==> src/rtl/irqc_pkg.sv <==
package irqc_pkg;
  localparam int REG_W = 8;
  localparam logic [REG_W-1:0] CMD_EOI = 8'h20;
  localparam int CMD_ARM_BIT = 4;
endpackage

==> src/rtl/irqc_prio_enc.sv <==
module irqc_prio_enc #(
  parameter int N = 8,
  localparam int IW = $clog2(N)
) (
  input  logic [N-1:0]  vec_i,
  output logic          found_o,
  output logic [IW-1:0] idx_o
);
  always_comb begin
    found_o = 1'b0;
    idx_o   = '0;
    for (int i = N - 1; i >= 0; i--) begin
      if (vec_i[i]) begin
        found_o = 1'b1;
        idx_o   = IW'(i);
      end
    end
  end
endmodule

==> src/rtl/irqc_unit.sv <==
module irqc_unit
  import irqc_pkg::*;
#(
  parameter int N = 8,
  parameter int VEC_W = 8,
  parameter int RESET_BASE = 0,
  localparam int IW = $clog2(N),
  localparam int BW = VEC_W - IW
) (
  input  logic             clk,
  input  logic             rst_n,
  input  logic [N-1:0]     req_i,
  input  logic             wr_cmd_i,
  input  logic             wr_data_i,
  input  logic [REG_W-1:0] wdata_i,
  input  logic             ack_i,
  output logic             int_o,
  output logic [IW-1:0]    sel_o,
  output logic [BW-1:0]    base_o
);
  logic [N-1:0]  req_q, irr, isr, imr;
  logic [BW-1:0] base_q;
  logic          arm_q;
  logic          cand_found, isr_found;
  logic [IW-1:0] cand_idx, isr_idx;
  logic [N-1:0]  cand, rise, take_mask, eoi_mask;
  logic          eoi, ack_take;

  assign cand = irr & ~imr;
  assign rise = req_i & ~req_q;

  irqc_prio_enc #(.N(N)) u_cand_enc (.vec_i(cand), .found_o(cand_found), .idx_o(cand_idx));
  irqc_prio_enc #(.N(N)) u_isr_enc  (.vec_i(isr),  .found_o(isr_found),  .idx_o(isr_idx));

  assign int_o    = cand_found && (!isr_found || (cand_idx < isr_idx));
  assign sel_o    = cand_idx;
  assign base_o   = base_q;
  assign ack_take = ack_i && int_o;
  assign eoi      = wr_cmd_i && (wdata_i == CMD_EOI);

  always_comb begin
    take_mask = '0;
    eoi_mask  = '0;
    if (ack_take) take_mask[cand_idx] = 1'b1;
    if (eoi && isr_found) eoi_mask[isr_idx] = 1'b1;
  end

  always_ff @(posedge clk) begin
    if (!rst_n) begin
      req_q  <= '0;
      irr    <= '0;
      isr    <= '0;
      imr    <= '0;
      base_q <= BW'(RESET_BASE >> IW);
      arm_q  <= 1'b0;
    end else begin
      req_q <= req_i;
      irr   <= (irr & ~take_mask) | rise;
      isr   <= (isr & ~eoi_mask) | take_mask;
      if (wr_cmd_i && wdata_i[CMD_ARM_BIT] && !eoi) arm_q <= 1'b1;
      if (wr_data_i) begin
        if (arm_q) begin
          base_q <= wdata_i[REG_W-1 -: BW];
          arm_q  <= 1'b0;
        end else begin
          imr <= wdata_i[N-1:0];
        end
      end
    end
  end

  AST_ISR_HOLD: assert property (@(posedge clk) disable iff (!rst_n)
    (!ack_i && !eoi) |=> (isr == $past(isr)));
  AST_ACK_ADDS_ONE: assert property (@(posedge clk) disable iff (!rst_n)
    (ack_take && !eoi) |=> ($countones(isr) == $countones($past(isr)) + 1));
  AST_EOI_DROPS_ONE: assert property (@(posedge clk) disable iff (!rst_n)
    (eoi && (isr != '0) && !ack_i) |=> ($countones(isr) + 1 == $countones($past(isr))));
  AST_MASKED_NOT_SERVED: assert property (@(posedge clk) disable iff (!rst_n)
    ack_take |=> ((isr & ~$past(isr) & $past(imr)) == '0));
endmodule

==> src/rtl/cascade_irq_ctrl.sv <==
module cascade_irq_ctrl
  import irqc_pkg::*;
#(
  parameter int CASC_LINE = 2,
  parameter int LINES = 8,
  parameter int VEC_W = 8,
  localparam int IW = $clog2(LINES),
  localparam int BW = VEC_W - IW,
  localparam int UNITS = 2
) (
  input  logic             clk,
  input  logic             rst_n,
  input  logic [LINES-1:0] pri_irq_i,
  input  logic [LINES-1:0] sec_irq_i,
  input  logic             reg_wr_i,
  input  logic             reg_unit_i,
  input  logic             reg_port_i,
  input  logic [REG_W-1:0] reg_wdata_i,
  output logic             int_o,
  input  logic             inta_i,
  output logic             vec_valid_o,
  output logic [VEC_W-1:0] vec_o
);
  logic [LINES-1:0] u_req  [UNITS];
  logic             u_int  [UNITS];
  logic [IW-1:0]    u_sel  [UNITS];
  logic [BW-1:0]    u_base [UNITS];
  logic             u_ack  [UNITS];
  logic [VEC_W-1:0] vec_d;
  logic             casc_hit;

  always_comb begin
    u_req[0] = pri_irq_i;
    u_req[0][CASC_LINE] = u_int[1];
    u_req[1] = sec_irq_i;
  end

  assign casc_hit = u_int[0] && (u_sel[0] == IW'(CASC_LINE));
  assign u_ack[0] = inta_i;
  assign u_ack[1] = inta_i && casc_hit;

  for (genvar g = 0; g < UNITS; g++) begin : g_unit
    irqc_unit #(
      .N(LINES), .VEC_W(VEC_W), .RESET_BASE(g * LINES)
    ) u_unit (
      .clk      (clk),
      .rst_n    (rst_n),
      .req_i    (u_req[g]),
      .wr_cmd_i (reg_wr_i && (reg_unit_i == 1'(g)) && !reg_port_i),
      .wr_data_i(reg_wr_i && (reg_unit_i == 1'(g)) && reg_port_i),
      .wdata_i  (reg_wdata_i),
      .ack_i    (u_ack[g]),
      .int_o    (u_int[g]),
      .sel_o    (u_sel[g]),
      .base_o   (u_base[g])
    );
  end

  always_comb begin
    if (!u_int[0])     vec_d = {u_base[0], {IW{1'b1}}};
    else if (!casc_hit) vec_d = {u_base[0], u_sel[0]};
    else if (u_int[1])  vec_d = {u_base[1], u_sel[1]};
    else                vec_d = {u_base[1], {IW{1'b1}}};
  end

  always_ff @(posedge clk) begin
    if (!rst_n) begin
      vec_valid_o <= 1'b0;
      vec_o       <= '0;
    end else begin
      vec_valid_o <= inta_i;
      if (inta_i) vec_o <= vec_d;
    end
  end

  assign int_o = u_int[0];

  AST_VALID_AFTER_ACK: assert property (@(posedge clk) disable iff (!rst_n)
    inta_i |=> vec_valid_o);
  AST_VALID_ONE_CYCLE: assert property (@(posedge clk) disable iff (!rst_n)
    !inta_i |=> !vec_valid_o);
  AST_VEC_HAS_BASE: assert property (@(posedge clk) disable iff (!rst_n)
    inta_i |=> ((vec_o[VEC_W-1 -: BW] == $past(u_base[0])) ||
                (vec_o[VEC_W-1 -: BW] == $past(u_base[1]))));
endmodule

==> config.mk <==
export PLATFORM = sky130hd
export DESIGN_NAME = cascade_irq_ctrl
export DESIGN_NICKNAME = d
export VERILOG_FILES = /design/src/rtl/irqc_pkg.sv /design/src/rtl/irqc_prio_enc.sv /design/src/rtl/irqc_unit.sv /design/src/rtl/cascade_irq_ctrl.sv
export SDC_FILE = /design/constraint.sdc
export NUM_CORES = 1
export LEC_CHECK = 0
export ABC_AREA = 1
export CORE_ASPECT_RATIO = 1.75
export CORE_MARGIN = 5
export CORE_UTILIZATION = 68
export CTS_CLUSTER_DIAMETER = 60
export DETAILED_ROUTE_END_ITERATION = 6
export DONT_BUFFER_PORTS = 1
export HOLD_SLACK_MARGIN = 0.12
export PLACE_DENSITY_LB_ADDON = 0.08
export SLEW_MARGIN = 20
export SYNTH_ARGS = -nofsm -noshare
export SYNTH_HDL_FRONTEND = slang
export SYNTH_SLANG_ARGS = --single-unit
export TNS_END_PERCENT = 10
==> constraint.sdc <==
create_clock -name clk -period 6.7 [get_ports clk]
set_input_delay 1.34 -clock clk [delete_from_list [all_inputs] [get_ports clk]]
set_output_delay 1.34 -clock clk [all_outputs]
set_load 0.005 [all_outputs]
==> out/results.ini <==
[power_and_ir_drop]
power.density_cell_area_nw_per_um2=283
ir_drop_mv=0.196
power.static_leakage_nw=2.00
power.share.sequential_pct=47.9
total_switching_power_uw=408
power_mw=1.17
comb_power_share_pct=22.4
power.clock.fraction_pct=29.7
sw_share_pct=34.8
internal-power_uw=766

[worst_setup_path]
critical-path-top-cell-by-count=inv_1
crit_path_end_kind=output pin
worst_case_reg_to_reg_path_depth=16
crit_path_end=int_o
worstReg2RegEnd=g_unit[1].u_unit.irr[6]$_SDFF_PN0_
critPathTopFamily=simple AND/OR/NAND/NOR gates
cpMaxStageDelayCell=dfxtp_1
cp_num_cells=12
startpoint_type=register
number_of_buffer_and_inverter_stages_on_the_critical_path=4
setup.worst_path.class=register to output pin
timing.critical_path.required_ns=5.36
regToRegStartpoint=g_unit[1].u_unit.irr[0]$_SDFF_PN0_
crit_path_start=g_unit[0].u_unit.irr[7]$_SDFF_PN0_
crit_chain=inv_2 -> o21ai_1 -> nor2_1 -> nor3_2 -> ha_1 -> inv_1 -> o21bai_1 -> inv_1 -> nand2_2 -> nand2_4 -> nand2_2 -> inv_1
rrSetupSlack_ns=4.03
worst_path_largest_cell_delay_ns=0.36
worstPathArrival_ns=2.25
worstPathMaxFanout=8

[placement]
post_placement_setup_slack_ns=3.46
place_area_um2=3970
post_dp_hpwl_mm=6.65
place_congestion=0.902
place.port_buffers=0

[outcome]
status=finished, final reports clean

[sta]
max_slew_margin_pct=46.0
fin_tns_setup_ns=0
worst_slew_pin_slew_ns=0.807
hold_violations=0
fin_crit_sh_pct=53.6
timing.final.crit_period_ns=3.59
final-max-slew-violation-count=0
final-setup-viol-count=0
postLayoutSetupSlackWorst_ns=3.11
highest_clock_rate_mhz=279
timing.clock.skew_ns=0.0118
grt_setup_unrepaired=no

[clock_tree]
root_buffer=clkbuf_8
clk_latency_ns=0.37
cts_setup_buffers=0
clkSinkCount=85
cts_hold_buf=0
clk_transition_reported_paths_ns=0.10
htree_levels=3
cts_repair_resize_count=0
cts_inserted_buffers=9
tritoncts_clock_tree=done
cts.path.max_buffers=2

[grt]
grt_start_max_net_pins=61
global_route_wire_length_before_repair_mm=15.3
antenna_found_initial=0
via_count_of_the_first_global_routing_pass=3458
global_route.usage.total_pct=26.9
grt_overflow=0

[synthesis]
synth_top_area_cell=dfxtp_1
synth.cell_area_um2=3920
synthFlopType=dfxtp_1
ys_top_cells_by_area=dfxtp_1 43%, nand2_1 12%, inv_1 9.5%
yosys_register_bits=85
async_flop_share_pct=0
yosys_warnings=0
post_synth_num_cell_types=33
yosys.area.top_type_share_pct=43.4
mapped_nets=600
syn_area_per_cell_um2=6.91
synth-edff-count=0
syn_inst=567
synth_seq_area_share_pct=43.4

[cells_and_area]
layout.core_utilization_pct=74.4
finished_cell_area_um2=4150
area.growth.synth_to_final_pct=6.00
finalNetCount=598
nFillCells=491
n_antenna_cell=0
layout-drive-gt1-share_pct=9.30

[route]
drt-wirelength-per-cell_um=13.9
met2_length_mm=4.96
overall_routed_net_length_mm=8.98
detailedRoute.firstIterationViolations=180
drt_pass1_iterations=4
remaining_number_of_nets_flagged_by_the_antenna_check_after_routing=0
route.detailed.vias_per_inst=5.39
wl_met3_um=389
m1_wl_mm=3.25
via_count=3485
post-route-drc-count=0
topRoutingLayerUsed=met4

[hold_path]
worst_hold_path_type=register to register

[die]
initial_core_util_pct=70.2
io_pins=40
fp.dieArea_um2=7440
dieWidth_um=67.4
placement_rows=36
fp.dieH_um=110
core_region_area_um2=5590

[run]
max_cap_viol_count=0

==> metal layers <==
layer | vias up | track usage (%)
met3 | 34 | 5.49
met4 | 0 | 15.0
met2 | 90 | 48.4
met5 | - | 0
met1 | 1580 | 27.4
li1 | 1781 | -
==> tightest hold or removal path, cell delays in order (launching register included) <==
cell	delay, ns
dfxtp_1	0.33
nand3_1	0.07
nand2_1	0.04
==> cells by family (layout without fill, tap and decap cells) <==
family,Yosys count,after routing,synth area share (%)
DFF,85,85,43.4
adders and majority gates,3,3,0.958
and+or+nand+nor,258,258,30.4
buffers and inverters,118,121,11.3
AOI/OAI and AO/OA,103,103,13.9
==> cell usage after synthesis (all sizes together), types with 2 or more instances <==
| cell | n |
|---|---|
| clkinv | 2 |
| o21bai | 3 |
| nand2 | 127 |
| dfxtp | 85 |
| a21oi | 53 |
| a31oi | 2 |
| nand4 | 10 |
| o21ai | 42 |
| nor3 | 13 |
| clkbuf | 12 |
| or2 | 15 |
| nand3 | 36 |
| ha | 3 |
| nor2 | 55 |
| inv | 103 |
==> stage by stage <==
stage	hold slack, ns	cells
after floorplan	0.442	567
after global placement	0.455	630
after detailed placement	0.460	630
after CTS	0.477	646
after global routing	0.500	646
final	0.475	646
==> cell type report <==
type                            instances  area [µm²]  share of cell area, %
Multi-Input combinational cell        364        1770                   42.7
Clock inverter                          7        65.1                   1.57
Inverter                              105         394                   9.49
Clock buffer                            9         124                   2.98
Sequential cell                        85        1700                   41.0
Tap cell                               76        95.1                   2.29
==> power by group through the flow <==
stage	Combinational, mW	Clock [mW]	Sequential, mW
2_1_floorplan	0.213	0	0.567
3_3_place_gp	0.249	0	0.572
3_5_place_dp	0.259	0	0.573
4_1_cts	0.261	0.353	0.562
5_1_grt	0.300	0.378	0.566
6_report	0.263	0.349	0.562
==> how the worst min path moves through the flow <==
| stage | start | to | depth (start not counted) |
|---|---|---|---|
| 3_3_place_gp | g_unit[0].u_unit.irr[0]$_SDFF_PN0_ | g_unit[0].u_unit.irr[0]$_SDFF_PN0_ | 2 |
| 2_1_floorplan | g_unit[0].u_unit.irr[6]$_SDFF_PN0_ | g_unit[0].u_unit.irr[6]$_SDFF_PN0_ | 2 |
| 4_1_cts | g_unit[0].u_unit.irr[1]$_SDFF_PN0_ | g_unit[0].u_unit.irr[1]$_SDFF_PN0_ | 2 |
| 6_report | g_unit[0].u_unit.irr[1]$_SDFF_PN0_ | g_unit[0].u_unit.irr[1]$_SDFF_PN0_ | 2 |
| 3_5_place_dp | g_unit[0].u_unit.irr[1]$_SDFF_PN0_ | g_unit[0].u_unit.irr[1]$_SDFF_PN0_ | 2 |
| 5_1_grt | g_unit[1].u_unit.req_q[3]$_SDFF_PN0_ | g_unit[1].u_unit.irr[3]$_SDFF_PN0_ | 2 |
==> state kept, by name, summed over array words and instances, names as in the netlist <==
| signal | cells |
|---|---|
| g_unit.u_unit.isr | 16 |
| g_unit.u_unit.arm_q | 2 |
| g_unit.u_unit.irr | 16 |
| g_unit.u_unit.base_o | 10 |
| vec_o | 8 |
| vec_valid_o | 1 |
| g_unit.u_unit.req_q | 16 |
| g_unit.u_unit.imr | 16 |
==> cell usage in the layout, fill, tap and decap left out, types with 2 or more instances in the layout <==
cell type	instances
a21oi_2	3
clkinv_1	2
nor2_1	53
clkbuf_8	9
inv_1	99
nand2_1	122
nand2_2	4
o21ai_0	40
nand3_2	6
a31oi_1	2
nand3_1	29
inv_8	2
nor3_1	12
dfxtp_1	85
inv_6	3
ha_1	3
nand4_1	9
o21ai_1	2
o21bai_1	3
a21oi_1	50
inv_2	4
or2_2	14
(Power assumes the default switching activity.)
